### src/rtl/gpio8_pkg.sv
// Shared types for the GPIO port: register select produced by the decoder.
package gpio8_pkg;

    // Which register a bus access targets.
    typedef enum logic [1:0] {
        SEL_NONE = 2'd0,
        SEL_DIR  = 2'd1,
        SEL_OUT  = 2'd2,
        SEL_PIN  = 2'd3
    } reg_sel_e;

endpackage

### src/rtl/gpio8_addr_decode.sv
// Address decoder: compares the full bus address against the three register
// addresses and names the selected register. Assumes the addresses differ.
module gpio8_addr_decode
    import gpio8_pkg::*;
#(
    parameter int              ADDR_W   = 16,
    parameter logic [ADDR_W-1:0] DIR_ADDR = 16'hFE36,
    parameter logic [ADDR_W-1:0] OUT_ADDR = 16'hFF06,
    parameter logic [ADDR_W-1:0] PIN_ADDR = 16'hFFB6
) (
    input  logic [ADDR_W-1:0] addr,
    output reg_sel_e          sel
);

    // Full-width compare; anything else is unmapped.
    always_comb begin
        if (addr == DIR_ADDR)      sel = SEL_DIR;
        else if (addr == OUT_ADDR) sel = SEL_OUT;
        else if (addr == PIN_ADDR) sel = SEL_PIN;
        else                       sel = SEL_NONE;
    end

endmodule

### src/rtl/gpio8_ctrl_regs.sv
// Direction and output registers. Both clear on power-on reset or hardware
// standby and keep their contents through manual reset and software standby.
// Writes are accepted only when no reset or standby condition is active.
module gpio8_ctrl_regs
    import gpio8_pkg::*;
#(
    parameter int PORT_W = 8
) (
    input  logic              clk,
    input  logic              por_n,
    input  logic              mrst_n,
    input  logic              hw_stby,
    input  logic              sw_stby,
    input  logic              wr,
    input  reg_sel_e          sel,
    input  logic [PORT_W-1:0] wdata,
    output logic [PORT_W-1:0] dir_q,
    output logic [PORT_W-1:0] out_q
);

    logic wr_ok;

    // Gate writes off during manual reset and either standby.
    always_comb wr_ok = wr && mrst_n && !hw_stby && !sw_stby;

    // Direction register: cleared by power-on reset or hardware standby.
    always_ff @(posedge clk) begin
        if (!por_n || hw_stby)            dir_q <= '0;
        else if (wr_ok && sel == SEL_DIR) dir_q <= wdata;
    end

    // Output register: same reset rule as direction.
    always_ff @(posedge clk) begin
        if (!por_n || hw_stby)            out_q <= '0;
        else if (wr_ok && sel == SEL_OUT) out_q <= wdata;
    end

endmodule

### src/rtl/gpio8_pin_sync.sv
// Multi-stage synchronizer for the pin inputs. Cleared by power-on or manual
// reset. Assumes STAGES >= 1; the last stage feeds the pin-state register.
module gpio8_pin_sync #(
    parameter int PORT_W = 8,
    parameter int STAGES = 2
) (
    input  logic              clk,
    input  logic              rst_n,
    input  logic [PORT_W-1:0] pin_in,
    output logic [PORT_W-1:0] pin_q
);

    logic [PORT_W-1:0] stg [STAGES];

    // Shift the pin levels through the stage chain.
    always_ff @(posedge clk) begin
        if (!rst_n) begin
            for (int i = 0; i < STAGES; i++) stg[i] <= '0;
        end else begin
            stg[0] <= pin_in;
            for (int i = 1; i < STAGES; i++) stg[i] <= stg[i-1];
        end
    end

    assign pin_q = stg[STAGES-1];

endmodule

### src/rtl/gpio8_read_mux.sv
// Registered read path. Captures the selected register on a read strobe and
// holds otherwise. The direction address returns a fixed pattern so stored
// direction bits never leave the block.
module gpio8_read_mux
    import gpio8_pkg::*;
#(
    parameter int                PORT_W       = 8,
    parameter logic [PORT_W-1:0] DIR_RD_VALUE = '0
) (
    input  logic              clk,
    input  logic              rst_n,
    input  logic              rd,
    input  reg_sel_e          sel,
    input  logic [PORT_W-1:0] out_q,
    input  logic [PORT_W-1:0] pin_q,
    output logic [PORT_W-1:0] rdata
);

    logic [PORT_W-1:0] rd_next;

    // Pick the read value for the addressed register.
    always_comb begin
        case (sel)
            SEL_DIR: rd_next = DIR_RD_VALUE;
            SEL_OUT: rd_next = out_q;
            SEL_PIN: rd_next = pin_q;
            default: rd_next = '0;
        endcase
    end

    // Register the read data on a strobe.
    always_ff @(posedge clk) begin
        if (!rst_n)  rdata <= '0;
        else if (rd) rdata <= rd_next;
    end

endmodule

### src/rtl/gpio8_port.sv
// Top of the GPIO port: decode, control registers, pin synchronizer and read
// path. Pad outputs come straight from the control registers, so a write is
// visible on the pins in the cycle after the write edge. Resets are
// synchronous and active low.
module gpio8_port
    import gpio8_pkg::*;
#(
    parameter int                PORT_W      = 8,
    parameter int                ADDR_W      = 16,
    parameter int                SYNC_STAGES = 2,
    parameter logic [ADDR_W-1:0] DIR_ADDR    = 16'hFE36,
    parameter logic [ADDR_W-1:0] OUT_ADDR    = 16'hFF06,
    parameter logic [ADDR_W-1:0] PIN_ADDR    = 16'hFFB6
) (
    input  logic              clk,
    input  logic              por_n,
    input  logic              mrst_n,
    input  logic              hw_stby,
    input  logic              sw_stby,
    input  logic [ADDR_W-1:0] bus_addr,
    input  logic              bus_wr,
    input  logic              bus_rd,
    input  logic [PORT_W-1:0] bus_wdata,
    output logic [PORT_W-1:0] bus_rdata,
    input  logic [PORT_W-1:0] pin_in,
    output logic [PORT_W-1:0] pin_oe,
    output logic [PORT_W-1:0] pin_out
);

    localparam logic [PORT_W-1:0] DIR_RD_VALUE = '0;

    reg_sel_e          sel;
    logic [PORT_W-1:0] dir_q;
    logic [PORT_W-1:0] out_q;
    logic [PORT_W-1:0] pin_q;
    logic              path_rst_n;

    // Read path and synchronizer answer to both resets.
    always_comb path_rst_n = por_n && mrst_n;

    gpio8_addr_decode #(
        .ADDR_W   (ADDR_W),
        .DIR_ADDR (DIR_ADDR),
        .OUT_ADDR (OUT_ADDR),
        .PIN_ADDR (PIN_ADDR)
    ) dec_i (
        .addr (bus_addr),
        .sel  (sel)
    );

    gpio8_ctrl_regs #(
        .PORT_W (PORT_W)
    ) regs_i (
        .clk     (clk),
        .por_n   (por_n),
        .mrst_n  (mrst_n),
        .hw_stby (hw_stby),
        .sw_stby (sw_stby),
        .wr      (bus_wr),
        .sel     (sel),
        .wdata   (bus_wdata),
        .dir_q   (dir_q),
        .out_q   (out_q)
    );

    gpio8_pin_sync #(
        .PORT_W (PORT_W),
        .STAGES (SYNC_STAGES)
    ) sync_i (
        .clk    (clk),
        .rst_n  (path_rst_n),
        .pin_in (pin_in),
        .pin_q  (pin_q)
    );

    gpio8_read_mux #(
        .PORT_W       (PORT_W),
        .DIR_RD_VALUE (DIR_RD_VALUE)
    ) rmux_i (
        .clk   (clk),
        .rst_n (path_rst_n),
        .rd    (bus_rd),
        .sel   (sel),
        .out_q (out_q),
        .pin_q (pin_q),
        .rdata (bus_rdata)
    );

    // Pad drive follows the control registers.
    assign pin_oe  = dir_q;
    assign pin_out = out_q;

endmodule

### config.mk
export PLATFORM = sky130hd
export DESIGN_NAME = gpio8_port
export DESIGN_NICKNAME = d
export VERILOG_FILES = /design/src/rtl/gpio8_pkg.sv /design/src/rtl/gpio8_addr_decode.sv /design/src/rtl/gpio8_ctrl_regs.sv /design/src/rtl/gpio8_pin_sync.sv /design/src/rtl/gpio8_read_mux.sv /design/src/rtl/gpio8_port.sv
export SDC_FILE = /design/constraint.sdc
export NUM_CORES = 1
export LEC_CHECK = 0
export ABC_AREA = 1
export BUFFER_PORTS_ARGS = -buffer_cell sky130_fd_sc_hd__buf_2
export CORE_ASPECT_RATIO = 1.2
export CORE_UTILIZATION = 53
export DETAILED_ROUTE_END_ITERATION = 6
export PLACE_DENSITY = 0.91
export SETUP_SLACK_MARGIN = 0.15
export SYNTH_ARGS = -nofsm -noshare
export SYNTH_HDL_FRONTEND = slang
export SYNTH_SLANG_ARGS = --single-unit
### constraint.sdc
create_clock -name clk -period 1.5 [get_ports clk]
set_input_delay 0.225 -clock clk [delete_from_list [all_inputs] [get_ports clk]]
set_output_delay 0.225 -clock clk [all_outputs]
set_load 0.1 [all_outputs]
# Yosys cells after proc, flatten, opt, wreduce, memory -nomap -nowiden
# Memory sizes are Yosys's and may differ from the RTL's.
# Index checks and enable logic that the tools add are counted.
# word_totals
input_bits	39
ff_bits	24
word_cells	30
n_memories	1
ramBits	16
output_inout_bits	24
# classes
bitwise_logic	2
n_mux	8
n_reduce_logical	10
eq_ne	6
# mem_list
memory	words	word_bits	rd	rd_clocked_by_memory_dff	wr	line_no	text
sync_i.stg	2	8	2	0	2	gpio8_pin_sync.sv:13	logic [PORT_W-1:0] stg [STAGES];
# ops
operator	n
$eq A16 B16 Y1 const B	3
$mux W8	2
$pmux W8 S2	1
$logic_and A1 B1 Y1	6
$mux W2	3
$eq A2 B2 Y1 const B	2
$logic_not A1 Y1	3
$eq A2 B1 Y1 const B	1
$mux W1	2
$or A1 B1 Y1	2
$logic_or A1 B1 Y1	1

# Longest topological paths before layout
# logic_depth
ltp_word	6
mapped_depth	9
depth_no_buf	9

# By module
# A second synthesis with hierarchy kept.
# unflattened
cells_unflattened	299
hier_area_um2	2063.2
# by_module_without_submodules
mod	seq_area_each_um2	n_inst	cells_per_inst	area_per_inst_um2
gpio8_ctrl_regs	320.3	1	134	868.3
gpio8_pin_sync	320.3	1	58	544.3
gpio8_read_mux	160.2	1	71	510.5
gpio8_addr_decode	0.0	1	34	132.6
gpio8_port	0.0	1	2	7.5

# Least setup slack after synthesis
# OpenSTA, ideal clock, no wires.
# synth_timing
path_kind	register to register
start	reg regs_i.out_q[0]
end	reg rmux_i.rdata[0]
setup_time_ns	0.056
synth_period_minus_slack_ns	1.335
path_stages_with_launch	5
slack_ns	0.165
required_time_ns	1.444
arrival_ns	1.279
n_path_buf	0
path_cell_list	dfxtp_1 > nand3_1 > nand3_1 > nand2_1 > inv_1
# synth_via
elab_chain_len	1
# synth_lines
item	line_no	text
start, declared	gpio8_ctrl_regs.sv:18	output logic [PORT_W-1:0] out_q
start signal, assigned	gpio8_ctrl_regs.sv:35	else if (wr_ok && sel == SEL_OUT) out_q <= wdata;
$pmux W8 S2	gpio8_read_mux.sv:23	case (sel)
end signal, assigned	gpio8_read_mux.sv:34	else if (rd) rdata <= rd_next;
end, declared	gpio8_read_mux.sv:16	output logic [PORT_W-1:0] rdata
# Every way passes these cells.
# A chain may end at the register's enable or synchronous reset.

# Worst setup path in the final report
# layout_timing
start	reg regs_i.out_q[2]
end	out pin_out[2]
# layout_lines
item	line_no	text
end, declared	gpio8_port.sv:27	output logic [PORT_W-1:0] pin_out
# No word-level cell between the ends.

==> flow_metrics.env <==
export IMPL_status="finished, final reports clean"
export IMPL_layout_nets=391
export IMPL_io_buffer_count=62
export IMPL_start_util=0.559
export IMPL_crit_buf_inv=1
export IMPL_worstSetupStartpointType="flip-flop"
export IMPL_cts_root_buf="clkbuf_8"
export IMPL_period_share=0.876
export IMPL_crit_required_ns=1.27
export IMPL_synthCells=287
export IMPL_critical_path_slowest_cell="buf_2"
export IMPL_wl_per_cell_um=9.36
export IMPL_maxCapViolCount=0
export IMPL_multiInputGateArea_um2=729
export IMPL_powerDensity_nw_per_um2=947
export IMPL_grt_antenna_before_repair=0
export IMPL_cp_max_fo=3
export IMPL_ios=63
export IMPL_die_h_um=67.3
export IMPL_ys_seq_area_frac=0.425
export IMPL_drv_slew=0
export IMPL_htreeDepth=2
export IMPL_clock_latency_ns=0.30
export IMPL_grt_pass1_vias=1588
export IMPL_skew_ns=0.00767
export IMPL_initialDrtViolationCount=54
export IMPL_n_antenna_cell=0
export IMPL_cp_top_family="buffers and inverters"
export IMPL_slowest_delay_ns=0.44
export IMPL_dpl_hpwl_um=2610
export IMPL_synth_flop_cell="dfxtp_1"
export IMPL_viasPerCell=4.56
export IMPL_synth_most_common_cell="inv_1"
export IMPL_worst_pin_slew_ns=0.489
export IMPL_yosys_top_cells_count="inv_1, nand2_1, nor2_1"
export IMPL_path_cells="buf_2"
export IMPL_synthTopCellsByArea="dfxtp_1, inv_1, nand2_1, nor2_1, nand3_1"
export IMPL_overflow=0
export IMPL_drtAntennaViolNets=0
export IMPL_die_area_um2=3800
export IMPL_critPathKind="reg -> out"
export IMPL_ir_worst_vdd_mv=0.955
export IMPL_yosysTopAreaCell="dfxtp_1"
export IMPL_ys_warn_count=0
export IMPL_slew_headroom=0.676
export IMPL_drive_gt1_frac=0.238
export IMPL_grt_pass1_wl_um=6250
export IMPL_async_flop_share=0
export IMPL_syn_to_final_growth_pct=24.6
export IMPL_gr_usage_all_layers=0.212
export IMPL_p_leak_nw=1.28
export IMPL_synth_edf_count=0
export IMPL_syn_area_per_cell_um2=6.56
export IMPL_netlist_area_um2=1880
export IMPL_cts_path_max_buffers=2
export IMPL_fin_tns_setup_ns=0
export IMPL_cts_tree="yes"
export IMPL_postPlaceCellArea_um2=2210
export IMPL_fillCellCount=279
export IMPL_hold_class="in -> reg"
export IMPL_numCtsBuffers=5
export IMPL_setup_viol=0
export IMPL_path_clk_slew_ns=0.07
export IMPL_cts_hold_buf=0
export IMPL_vias=1778
export IMPL_timing_hold_ws_ns=0.137
export IMPL_final_area_um2=2350
export IMPL_netlist_area_leader_share=0.425
export IMPL_drtPass1Iterations=4
export IMPL_rows=23
export IMPL_rsz0062_at_grt="false"
export IMPL_hold_viol_final=0
export IMPL_arrival_ns=1.09
export IMPL_end_kind="primary output"
export IMPL_min_period_ns=1.31
export IMPL_synth_cell_type_count=16
export IMPL_cts_sinks=40
export IMPL_grt_max_degree=25
export IMPL_drt_wl_total_um=3650
export IMPL_drc=0
export IMPL_core_area_um2=3370
export IMPL_fmax_ghz=0.761
export IMPL_dieWidth_um=56.4
export IMPL_regArea_um2=801
export IMPL_yosys_register_bits=40
export IMPL_syn_nets=326
export IMPL_gp_congestion=0.802
==> placed cells by master, fill, tap and decap left out, drive strengths merged <==
master  instances
bufinv          1
clkinv          1
nand4           8
buf            62
dfxtp          40
nor2           61
clkbuf         11
nand2          59
nor3            1
nand3          33
inv            76
==> report_power, final <==
| group | internal [mW] | total (mW) | switching (mW) |
|---|---|---|---|
| Sequential | 1.08 | 1.09 | 0.00604 |
| Combinational | 0.0762 | 0.214 | 0.137 |
| Clock | 0.544 | 0.924 | 0.380 |
| Total | 1.70 | 2.22 | 0.523 |
==> path summary, 6_finish.rpt <==
path | from | endpoint | slack, ns | cells after the start
min | pin_in[2] | sync_i.stg[0][2] | 0.14 | 3
max reg2reg | regs_i.out_q[4] | rmux_i.rdata[4] | 0.74 | 4
min reg2reg | sync_i.stg[0][2] | sync_i.stg[0][10] | 0.41 | 2
max | regs_i.out_q[2] | pin_out[2] | 0.19 | 1
==> stage by stage <==
step                      total power [mW]  utilization  setup slack, ns  instances
final                                 2.22        0.697            0.186        390
after global routing                  2.32        0.697            0.150        390
after CTS                             2.24        0.693            0.157        390
after detailed placement              1.32        0.656            0.114        382
after global placement                1.32        0.656            0.162        382
after floorplan                       1.25            -            0.165        287
==> final cells by class <==
class,count,area share
flip-flops and latches,40,0.341
clock buffers,6,0.0352
repair buffers,67,0.155
inverters,76,0.122
well taps,37,0.0197
clock inverters,2,0.0165
multi-input cells,162,0.311
==> logic make-up after synthesis <==
group	synth area share
buffers and inverters	0.187
DFF	0.425
and+or+nand+nor	0.387
==> registers in the layout (all words and copies together), names as in the netlist <==
register / cells
regs_i.dir_q: 8
regs_i.out_q: 8
rmux_i.rdata: 8
sync_i.stg: 16
==> routing by layer <==
metal  global-route usage  up-vias  share of wire
met2                0.387       44           0.51
li1                     -      957              -
met3               0.0632        6          0.055
met5                    0        -              0
met4               0.0945        0          0.019
met1                0.229      771           0.42
==> what timing repair did <==
action                                  in CTS  in global routing
endpoints found under the setup margin       1                  5
resized for setup                            1                  5
buffers inserted                             0                  0
pin swaps                                    0                  0
(Power assumes the default switching activity.)
